**src/rtl/icb_pkg.sv**
```systemverilog
package icb_pkg;
  typedef enum logic [1:0] {
    SEL_MASK1  = 2'd0,
    SEL_CLEAR1 = 2'd1,
    SEL_MASK2  = 2'd2,
    SEL_CLEAR2 = 2'd3
  } icb_sel_e;

  localparam int NUM_BANKS = 2;
endpackage

```
**src/rtl/icb_route.sv**
```systemverilog
module icb_route #(
  parameter int DW    = 32,
  parameter int SPLIT = 20,
  parameter int SHIFT = 10
) (
  input  logic          en,
  input  logic [DW-1:0] id,
  output logic [DW-1:0] to_b1,
  output logic [DW-1:0] to_b2
);
  localparam logic [DW-1:0] LIMIT = DW'(1) << SPLIT;

  logic upper;
  assign upper = (id >= LIMIT);

  always_comb begin
    to_b1 = '0;
    to_b2 = '0;
    if (en) begin
      if (upper) to_b2 = id >> SHIFT;
      else       to_b1 = id;
    end
  end
endmodule

```
**src/rtl/icb_bank.sv**
```systemverilog
module icb_bank #(
  parameter int DW = 32
) (
  input  logic          clk,
  input  logic          rst_n,
  input  logic          clr_all,
  input  logic [DW-1:0] clr_bits,
  input  logic [DW-1:0] mask,
  input  logic [DW-1:0] hit_a,
  input  logic          lvl_a,
  input  logic [DW-1:0] hit_b,
  input  logic          lvl_b,
  output logic [DW-1:0] ev_next,
  output logic [DW-1:0] ev_q,
  output logic [DW-1:0] lev_q
);
  logic [DW-1:0] ev_clr;
  logic [DW-1:0] hit_any;
  logic [DW-1:0] lev_a_n;
  logic [DW-1:0] lev_next;

  assign hit_any = hit_a | hit_b;

  always_comb begin
    ev_clr  = clr_all ? '0 : (ev_q & ~clr_bits);
    ev_next = (|hit_any) ? ((ev_clr | hit_any) & mask) : ev_clr;
  end

  always_comb begin
    lev_a_n  = lvl_a ? (lev_q | hit_a) : (lev_q & ~hit_a);
    lev_next = lvl_b ? (lev_a_n | hit_b) : (lev_a_n & ~hit_b);
  end

  always_ff @(posedge clk or negedge rst_n) begin
    if (!rst_n) begin
      ev_q  <= '0;
      lev_q <= '0;
    end else begin
      ev_q  <= ev_next;
      lev_q <= lev_next;
    end
  end
endmodule

```
**src/rtl/icb_top.sv**
```systemverilog
module icb_top #(
  parameter int DW        = 32,
  parameter int DEV_SPLIT = 20,
  parameter int DMA_SPLIT = 10,
  parameter int B2_SHIFT  = 10
) (
  input  logic          clk,
  input  logic          rst_n,
  input  logic          wr_valid,
  input  logic [1:0]    wr_sel,
  input  logic [DW-1:0] wr_data,
  input  logic          dev_valid,
  input  logic [DW-1:0] dev_id,
  input  logic          dev_level,
  input  logic          dma_valid,
  input  logic [DW-1:0] dma_id,
  input  logic          dma_level,
  output logic          irq_out,
  output logic [DW-1:0] mask1_o,
  output logic [DW-1:0] mask2_o,
  output logic [DW-1:0] event1_o,
  output logic [DW-1:0] event2_o,
  output logic [DW-1:0] level1_o,
  output logic [DW-1:0] level2_o
);
  import icb_pkg::*;

  localparam int NBYTES   = DW / 8;
  localparam int MODE_BIT = DW - 1;
  localparam logic [DW-1:0] LOW_BITS = {1'b0, {(DW-1){1'b1}}};

  logic [DW-1:0] wr_sw;
  genvar gi;
  generate
    for (gi = 0; gi < NBYTES; gi++) begin : g_swap
      assign wr_sw[gi*8 +: 8] = wr_data[(NBYTES-1-gi)*8 +: 8];
    end
  endgenerate

  icb_sel_e sel;
  assign sel = icb_sel_e'(wr_sel);

  logic [DW-1:0] mask1_q, mask2_q, mask1_n, mask2_n;
  logic          mode;
  assign mode = mask1_q[MODE_BIT];

  always_comb begin
    mask1_n = mask1_q;
    mask2_n = mask2_q;
    if (wr_valid) begin
      if (sel == SEL_MASK1) begin
        mask1_n = wr_sw;
        mask2_n[MODE_BIT] = wr_sw[MODE_BIT];
      end else if (sel == SEL_MASK2) begin
        mask2_n = mask2_q | (wr_sw & LOW_BITS);
      end
    end
  end

  logic          clr1_wr, clr2_wr, wipe_all;
  logic [DW-1:0] clr_bits [icb_pkg::NUM_BANKS];
  logic          clr_all  [icb_pkg::NUM_BANKS];

  assign clr1_wr  = wr_valid && (sel == SEL_CLEAR1);
  assign clr2_wr  = wr_valid && (sel == SEL_CLEAR2);
  assign wipe_all = clr1_wr && mode && wr_sw[MODE_BIT];

  assign clr_all[0]  = wipe_all;
  assign clr_all[1]  = wipe_all;
  assign clr_bits[0] = (clr1_wr && !wipe_all) ? (wr_sw & LOW_BITS) : '0;
  assign clr_bits[1] = clr2_wr ? (wr_sw & LOW_BITS) : '0;

  logic dev_en, dma_en, line_any;
  assign dev_en   = dev_valid && mode;
  assign dma_en   = dma_valid && mode;
  assign line_any = dev_en || dma_en;

  logic [DW-1:0] dev_hit [icb_pkg::NUM_BANKS];
  logic [DW-1:0] dma_hit [icb_pkg::NUM_BANKS];

  icb_route #(.DW(DW), .SPLIT(DEV_SPLIT), .SHIFT(B2_SHIFT)) u_dev_route (
    .en(dev_en), .id(dev_id), .to_b1(dev_hit[0]), .to_b2(dev_hit[1])
  );
  icb_route #(.DW(DW), .SPLIT(DMA_SPLIT), .SHIFT(B2_SHIFT)) u_dma_route (
    .en(dma_en), .id(dma_id), .to_b1(dma_hit[0]), .to_b2(dma_hit[1])
  );

  logic [DW-1:0] bank_mask [icb_pkg::NUM_BANKS];
  logic [DW-1:0] ev_next   [icb_pkg::NUM_BANKS];
  logic [DW-1:0] ev_q      [icb_pkg::NUM_BANKS];
  logic [DW-1:0] lev_q     [icb_pkg::NUM_BANKS];

  assign bank_mask[0] = mask1_n;
  assign bank_mask[1] = mask2_n;

  generate
    for (gi = 0; gi < icb_pkg::NUM_BANKS; gi++) begin : g_bank
      icb_bank #(.DW(DW)) u_bank (
        .clk(clk), .rst_n(rst_n),
        .clr_all(clr_all[gi]), .clr_bits(clr_bits[gi]),
        .mask(bank_mask[gi]),
        .hit_a(dev_hit[gi]), .lvl_a(dev_level),
        .hit_b(dma_hit[gi]), .lvl_b(dma_level),
        .ev_next(ev_next[gi]), .ev_q(ev_q[gi]), .lev_q(lev_q[gi])
      );
    end
  endgenerate

  logic irq_q, irq_n;
  always_comb begin
    irq_n = irq_q;
    if (line_any)              irq_n = |((ev_next[0] | ev_next[1]) & LOW_BITS);
    else if (clr1_wr || clr2_wr) irq_n = 1'b0;
  end

  always_ff @(posedge clk or negedge rst_n) begin
    if (!rst_n) begin
      mask1_q <= '0;
      mask2_q <= '0;
      irq_q   <= 1'b0;
    end else begin
      mask1_q <= mask1_n;
      mask2_q <= mask2_n;
      irq_q   <= irq_n;
    end
  end

  assign irq_out  = irq_q;
  assign mask1_o  = mask1_q;
  assign mask2_o  = mask2_q;
  assign event1_o = ev_q[0];
  assign event2_o = ev_q[1];
  assign level1_o = lev_q[0];
  assign level2_o = lev_q[1];
endmodule

```
**config.mk**
```make
export PLATFORM = sky130hd
export DESIGN_NAME = icb_top
export DESIGN_NICKNAME = d
export VERILOG_FILES = /design/src/rtl/icb_pkg.sv /design/src/rtl/icb_route.sv /design/src/rtl/icb_bank.sv /design/src/rtl/icb_top.sv
export SDC_FILE = /design/constraint.sdc
export NUM_CORES = 1
export LEC_CHECK = 0
export BUFFER_PORTS_ARGS = -buffer_cell sky130_fd_sc_hd__clkbuf_2
export CORE_MARGIN = 2
export CORE_UTILIZATION = 40
export CTS_CLUSTER_DIAMETER = 200
export DETAILED_ROUTE_END_ITERATION = 12
export GPL_TIMING_DRIVEN = 0
export PLACE_DENSITY = 0.68
export SYNTH_ARGS = -nofsm -noshare
export SYNTH_HDL_FRONTEND = slang
export SYNTH_SLANG_ARGS = --single-unit
```
**constraint.sdc**
```tcl
create_clock -name clk -period 4.8 [get_ports clk]
set_input_delay 0.48 -clock clk [delete_from_list [all_inputs] [get_ports clk]]
set_output_delay 0.48 -clock clk [all_outputs]
set_load 0.005 [all_outputs]
```
======== Yosys cells after proc, flatten, opt, wreduce, memory -nomap -nowiden ========
Index checks and enable logic that the tools add are counted.
word-level totals
  flip-flop bits (word level) ............. 193
  output and inout port bits .............. 193
  word-level logic and storage cells ...... 77
cells by class
  magnitude comparators ................... 2
  equal/unequal tests ..................... 3
  mux-type cells .......................... 26
  bitwise logic cells ..................... 24
  reduce and logical (&&, ||, !) cells .... 15
operators by type and width
  cell                                                    number
  2-to-1 mux 32 bit                                       18
  AND 32 bit                                              8
  bitwise OR 32 bit                                       8
  NOT 32 bit                                              4
  2-to-1 mux 31 bit                                       3
  NOT 31 -> 32 bit                                        2
  OR reduction 32 bit                                     2
  2-to-1 mux 22 bit                                       2
  >= comparator 32 x 11 -> 1 bit (second input constant)  1
  >= comparator 32 x 21 -> 1 bit (second input constant)  1
  bitwise OR 32 x 31 -> 32 bit                            1
  bitwise OR 31 bit                                       1
  OR reduction 31 bit                                     1
  logical AND 1 bit                                       7
  equality test 2 bit (second input constant)             2
  2-to-1 mux 1 bit                                        3
  equality test 2 x 1 -> 1 bit (second input constant)    1
  logical NOT 2 bit                                       1
  logical OR 1 bit                                        2
  nonzero test 2 bit                                      1
  logical NOT 1 bit                                       1

======== Longest topological paths before layout ========
  depth after elaboration ................. 16
  gate-level depth with buffers ........... 12
  depth with buffers taken out ............ 8

======== Modules after synthesis ========
Synthesis repeated with hierarchy kept, for this count alone.
unflattened totals
  cells, all modules ...................... 997
  area, all modules ....................... 10804.1 sq um
modules (own cells, without submodules)
  module                    instances  cells an instance  area each (sq um)
  icb_bank                  2          289                3296.9
  icb_top                   1          243                2917.8
  icb_route at u_dev_route  1          100                767.0
  icb_route at u_dma_route  1          76                 525.5

======== Worst setup path before layout ========
No wires, ideal clock.
  path type ............................... input to register
  start point ............................. in dev_id[31]
  end point ............................... reg irq_q, in the netlist irq_out
  library setup time ...................... 0.136 ns
  arrival ................................. 2.588 ns
  data required time ...................... 4.664 ns
  path slack .............................. 2.077 ns
  stages .................................. 10
  buffers on the path ..................... 2
  path through ............................ nor4_4 and4_1 buf_6 o21a_4 buf_6 o21bai_2 a211o_1 or4_1 nor4_1 a31oi_1
between the ends
  cells in the longest elaborated chain, start to end .. 10
  elaborated cells between the ends (all ways) .. 18
  classes of those cells .................. order compare (1); mux (7); bitwise (7); reduce/logical (3)
ends and longest elaborated chain
  item                                                                    RTL line        source
  start, declared                                                         icb_top.sv:13   input logic [DW-1:0] dev_id,
  branches (longest 7 deep; another with >= comparator 32 x 21 -> 1 bit)  -
  bitwise OR 31 bit (*)                                                   icb_top.sv:112  if (line_any) irq_n = |((ev_next[0] | ev_next[1]) & LOW_BITS);
  OR reduction 31 bit (*)                                                 icb_top.sv:112
  2-to-1 mux 1 bit (*)                                                    icb_top.sv:112
  end signal, assigned                                                    icb_top.sv:124  irq_q <= irq_n;
  end, declared                                                           icb_top.sv:109  logic irq_q, irq_n;
Every way passes the cells marked *.
A chain may end at the register's enable or synchronous reset.

======== Worst setup path in the final report ========
  start point ............................. reg mask1_q[31], in the netlist mask1_o[31]
  end point ............................... reg irq_q, in the netlist irq_out
between the ends
  cells in the longest elaborated chain, start to end .. 14
  elaborated cells between the ends (all ways) .. 30
  classes of those cells .................. mux (10); bitwise (9); reduce/logical (11)
ends and longest elaborated chain
  item                             RTL line        source
  start, declared                  icb_top.sv:43   logic [DW-1:0] mask1_q, mask2_q, mask1_n, mask2_n;
  start signal, assigned           icb_top.sv:122  mask1_q <= mask1_n;
  logical AND 1 bit (2 in series)  icb_top.sv:66   assign wipe_all = clr1_wr && mode && wr_sw[MODE_BIT];
  logical NOT 1 bit                icb_top.sv:70   assign clr_bits[0] = (clr1_wr && !wipe_all) ? (wr_sw & LOW_BITS) : '0;
  logical AND 1 bit                icb_top.sv:70
  2-to-1 mux 31 bit                icb_top.sv:70
  NOT 31 -> 32 bit                 icb_bank.sv:25  ev_clr = clr_all ? '0 : (ev_q & ~clr_bits);
  AND 32 bit                       icb_bank.sv:25
  2-to-1 mux 32 bit                icb_bank.sv:25
  bitwise OR 32 bit                icb_bank.sv:26  ev_next = (|hit_any) ? ((ev_clr | hit_any) & mask) : ev_clr;
  AND 32 bit                       icb_bank.sv:26
  2-to-1 mux 32 bit                icb_bank.sv:26
  bitwise OR 31 bit                icb_top.sv:112
  OR reduction 31 bit              icb_top.sv:112
  2-to-1 mux 1 bit                 icb_top.sv:112
Parallel ways exist; a longest one is shown, timed or not.

==> results.md <==
* Final number of setup-violating endpoints at 0
* Hold Violations, Final at 0
* Syn_area_per_cell at 9.55 um^2
* CTS Buffer Depth at 2
* Worst R2R Setup Slack at 1.26 ns
* Status: finished, final reports clean
* Cell variety after synth at 59
* Via count at 8516
* Area growth from synthesis to layout at 27.8%
* DRT iter0 DRCs at 677
* Reg clk slew, reported paths at 0.07 ns
* Post-Route Skew at 0.00641 ns
* Worst path required time at 5.10 ns
* Aggregate global-route resource usage at 0.299
* Htree depth at 4
* Routed Antenna Nets at 0
* Post-CTS setup buffer count at 0
* Drc violations at 0
* Slowest-stage cell, CP: or4b_2
* Most area-consuming cells after synthesis: dfrtp_1, nand2_1, a21oi_1, mux2i_1, o21ai_0
* Max cap viols at 0
* Hold_buf cts at 0
* Number of port buffers at 286
* VDD IR max at 269 uV
* Critical setup path kind: register to register
* Total negative slack at 0 ns
* Largest fanout on the critical path at 10
* Worst min path class: primary input to async pin
* Aggregate global routing overflow at 0
* Most common cell after layout, fill and taps aside: clkbuf_2
* #FFs+latches synth at 183
* Least-Margin Pin Slew at 0.789 ns
* Die area at 22900 um^2
* Die Ht at 151 um
* Sink Count at 183
* Via count of the first global-routing pass at 8383
* Final Max Slew Viols at 0
* First drt pass iteration count at 5
* Reg-to-reg endpoint: irq_out
* Row count at 53
* Wire length per cell at 22.5 um
* Bufs and invs on worst path at 3
* Largest net degree at the start of global routing at 98
* CTS root buf: clkbuf_16
* Final Wtd Congestion at 0.907
* Period utilization at 0.737
* Crit-path most repeated cell: buf_2
* CP top delay family: simple AND/OR/NAND/NOR gates
* Final wirelength at 34100 um
* Commonest register cell after synthesis: dfrtp_1
* Worst r2r path cells at 10
* First-pass GRT wire length at 50200 um
* Fmax at 283 MHz
* Seq/Total Area, Yosys at 0.526
* Relative slew slack at 0.474
* CTS tree: done
* DR vias/cell at 5.63
* Die span in x at 151 um
* Cell Pwr Density at 376 nW/um^2
* Fin nets at 1331
* Ports at 298
* CTS Buf Count at 17
* Delay of the slowest cell on the worst path at 0.69 ns
* Commonest non-fill, non-tap cells in the layout: clkbuf_2, dfrtp_1, nand2_1, a21oi_1, o21ai_0
* Number of synthesized flops with an enable pin at 0
* Synth warn at 0
* Static leakage at 5.68 nW
* Top-area cell type share of the netlist area at 0.526
* CP Launch Type: register
* RR Startpoint: mask1_o[31]
* Mapped Area at 8700 um^2
* Antenna violations before repair at 0
* Crit path time final at 3.54 ns
* Skew-Pair Late Insertion Delay at 0.44 ns
* Initial Util at 0.411
* Hold WS at 0.0950 ns
* Antenna diode count at 0
* Asr flop ratio synth at 1.00
* Cell taking the most area after synthesis: dfrtp_1
* Worst EP arrival at 3.84 ns
* Setup crit end kind: register
* Post-CTS sizing at 0
* CORE AREA at 21200 um^2
* Share of cells above drive strength 1 at 0.297
* Fillers at 2043
* Synthesized instance count at 911
* Worst-path cell chain: buf_2 -> buf_2 -> buf_2 -> and2_0 -> o22ai_1 -> a21oi_1 -> o2111ai_1 -> or4b_2 -> nor4_1 -> a31oi_1
* DP HPWL at 26800 um
* RSZ-0062 raised after global routing: false
cell families (layout without fill, tap and decap cells):
| group | after synthesis | after routing | share of synthesized area |
|---|---|---|---|
| simple gates | 312 | 312 | 0.172 |
| compound gates | 244 | 244 | 0.178 |
| flops | 183 | 183 | 0.526 |
| buf+inv | 118 | 436 | 0.0603 |
| mux | 53 | 53 | 0.0626 |
| other cells | 1 | 10 | 0.000431 |
worst register-to-register path: stages (launching register included):
cell       delay [ns]
dfrtp_1          0.38
buf_2            0.24
buf_2            0.27
buf_2            0.30
and2_0           0.45
o22ai_1          0.17
a21oi_1          0.14
o2111ai_1        0.15
or4b_2           0.69
nor4_1           0.47
a31oi_1          0.15
worst max-delay path by stage:
stage	endpoint	from	depth (start not counted)
5_1_grt	irq_out	mask1_o[31]	10
2_1_floorplan	irq_out	dev_id[31]	10
4_1_cts	irq_out	mask1_o[31]	10
3_3_place_gp	async pin	rst_n	1
6_report	irq_out	mask1_o[31]	10
3_5_place_dp	irq_out	dma_id[4]	10
layer usage:
metal | part of all wire | GRT usage | up-vias
li1 | - | - | 3837
met1 | 0.42 | 0.403 | 4164
met2 | 0.46 | 0.474 | 455
met3 | 0.093 | 0.0716 | 60
met4 | 0.028 | 0.102 | 0
met5 | 0 | 0 | -
power by group:
part,leakage [nW],internal (mW),total (mW),switching (mW)
clock,0.282,0.772,1.41,0.641
sequential,2.24,1.74,1.87,0.130
combinational,3.16,0.351,0.893,0.542
total,5.68,2.87,4.18,1.31
Yosys cell counts, drive strengths merged, types with 2 or more instances:
| library cell | n |
|---|---|
| a211oi | 3 |
| a21o | 2 |
| a21oi | 84 |
| a221oi | 9 |
| a22o | 15 |
| a22oi | 14 |
| a2bb2oi | 4 |
| a31oi | 17 |
| a32oi | 8 |
| and2 | 9 |
| and3 | 13 |
| and3b | 3 |
| and4 | 5 |
| buf | 31 |
| clkbuf | 41 |
| dfrtp | 183 |
| inv | 46 |
| mux2 | 11 |
| mux2i | 42 |
| nand2 | 177 |
| nand3 | 33 |
| nand3b | 2 |
| nand4 | 3 |
| nor2 | 26 |
| nor3 | 4 |
| nor4 | 19 |
| nor4b | 2 |
| o2111ai | 2 |
| o211a | 3 |
| o211ai | 2 |
| o21a | 9 |
| o21ai | 57 |
| o21ba | 2 |
| o221ai | 2 |
| o22a | 2 |
| o22ai | 4 |
| or2 | 3 |
| or4 | 6 |
metrics by stage:
step	power [mW]	cell area [um^2]	std cells	utilization	worst slack, ns
2_1_floorplan	2.26	8730	920	-	2.08
3_3_place_gp	2.77	10500	1481	0.497	-0.353
3_5_place_dp	2.78	10500	1482	0.498	1.09
4_1_cts	4.19	11100	1513	0.526	1.33
5_1_grt	4.37	11100	1513	0.526	1.15
6_report	4.18	11100	1513	0.526	1.26
final cells by class:
| cell class | count | area, um^2 | area share |
|---|---|---|---|
| Buffer | 72 | 352 | 0.0316 |
| Clock buffer | 18 | 429 | 0.0386 |
| Clock inverter | 13 | 144 | 0.0129 |
| Inverter | 46 | 173 | 0.0155 |
| Multi-Input combinational cell | 619 | 3630 | 0.326 |
| Sequential cell | 183 | 4580 | 0.412 |
| Tap cell | 275 | 344 | 0.0309 |
| Timing Repair Buffer | 287 | 1470 | 0.132 |
Power figures use the tool's default switching activity.
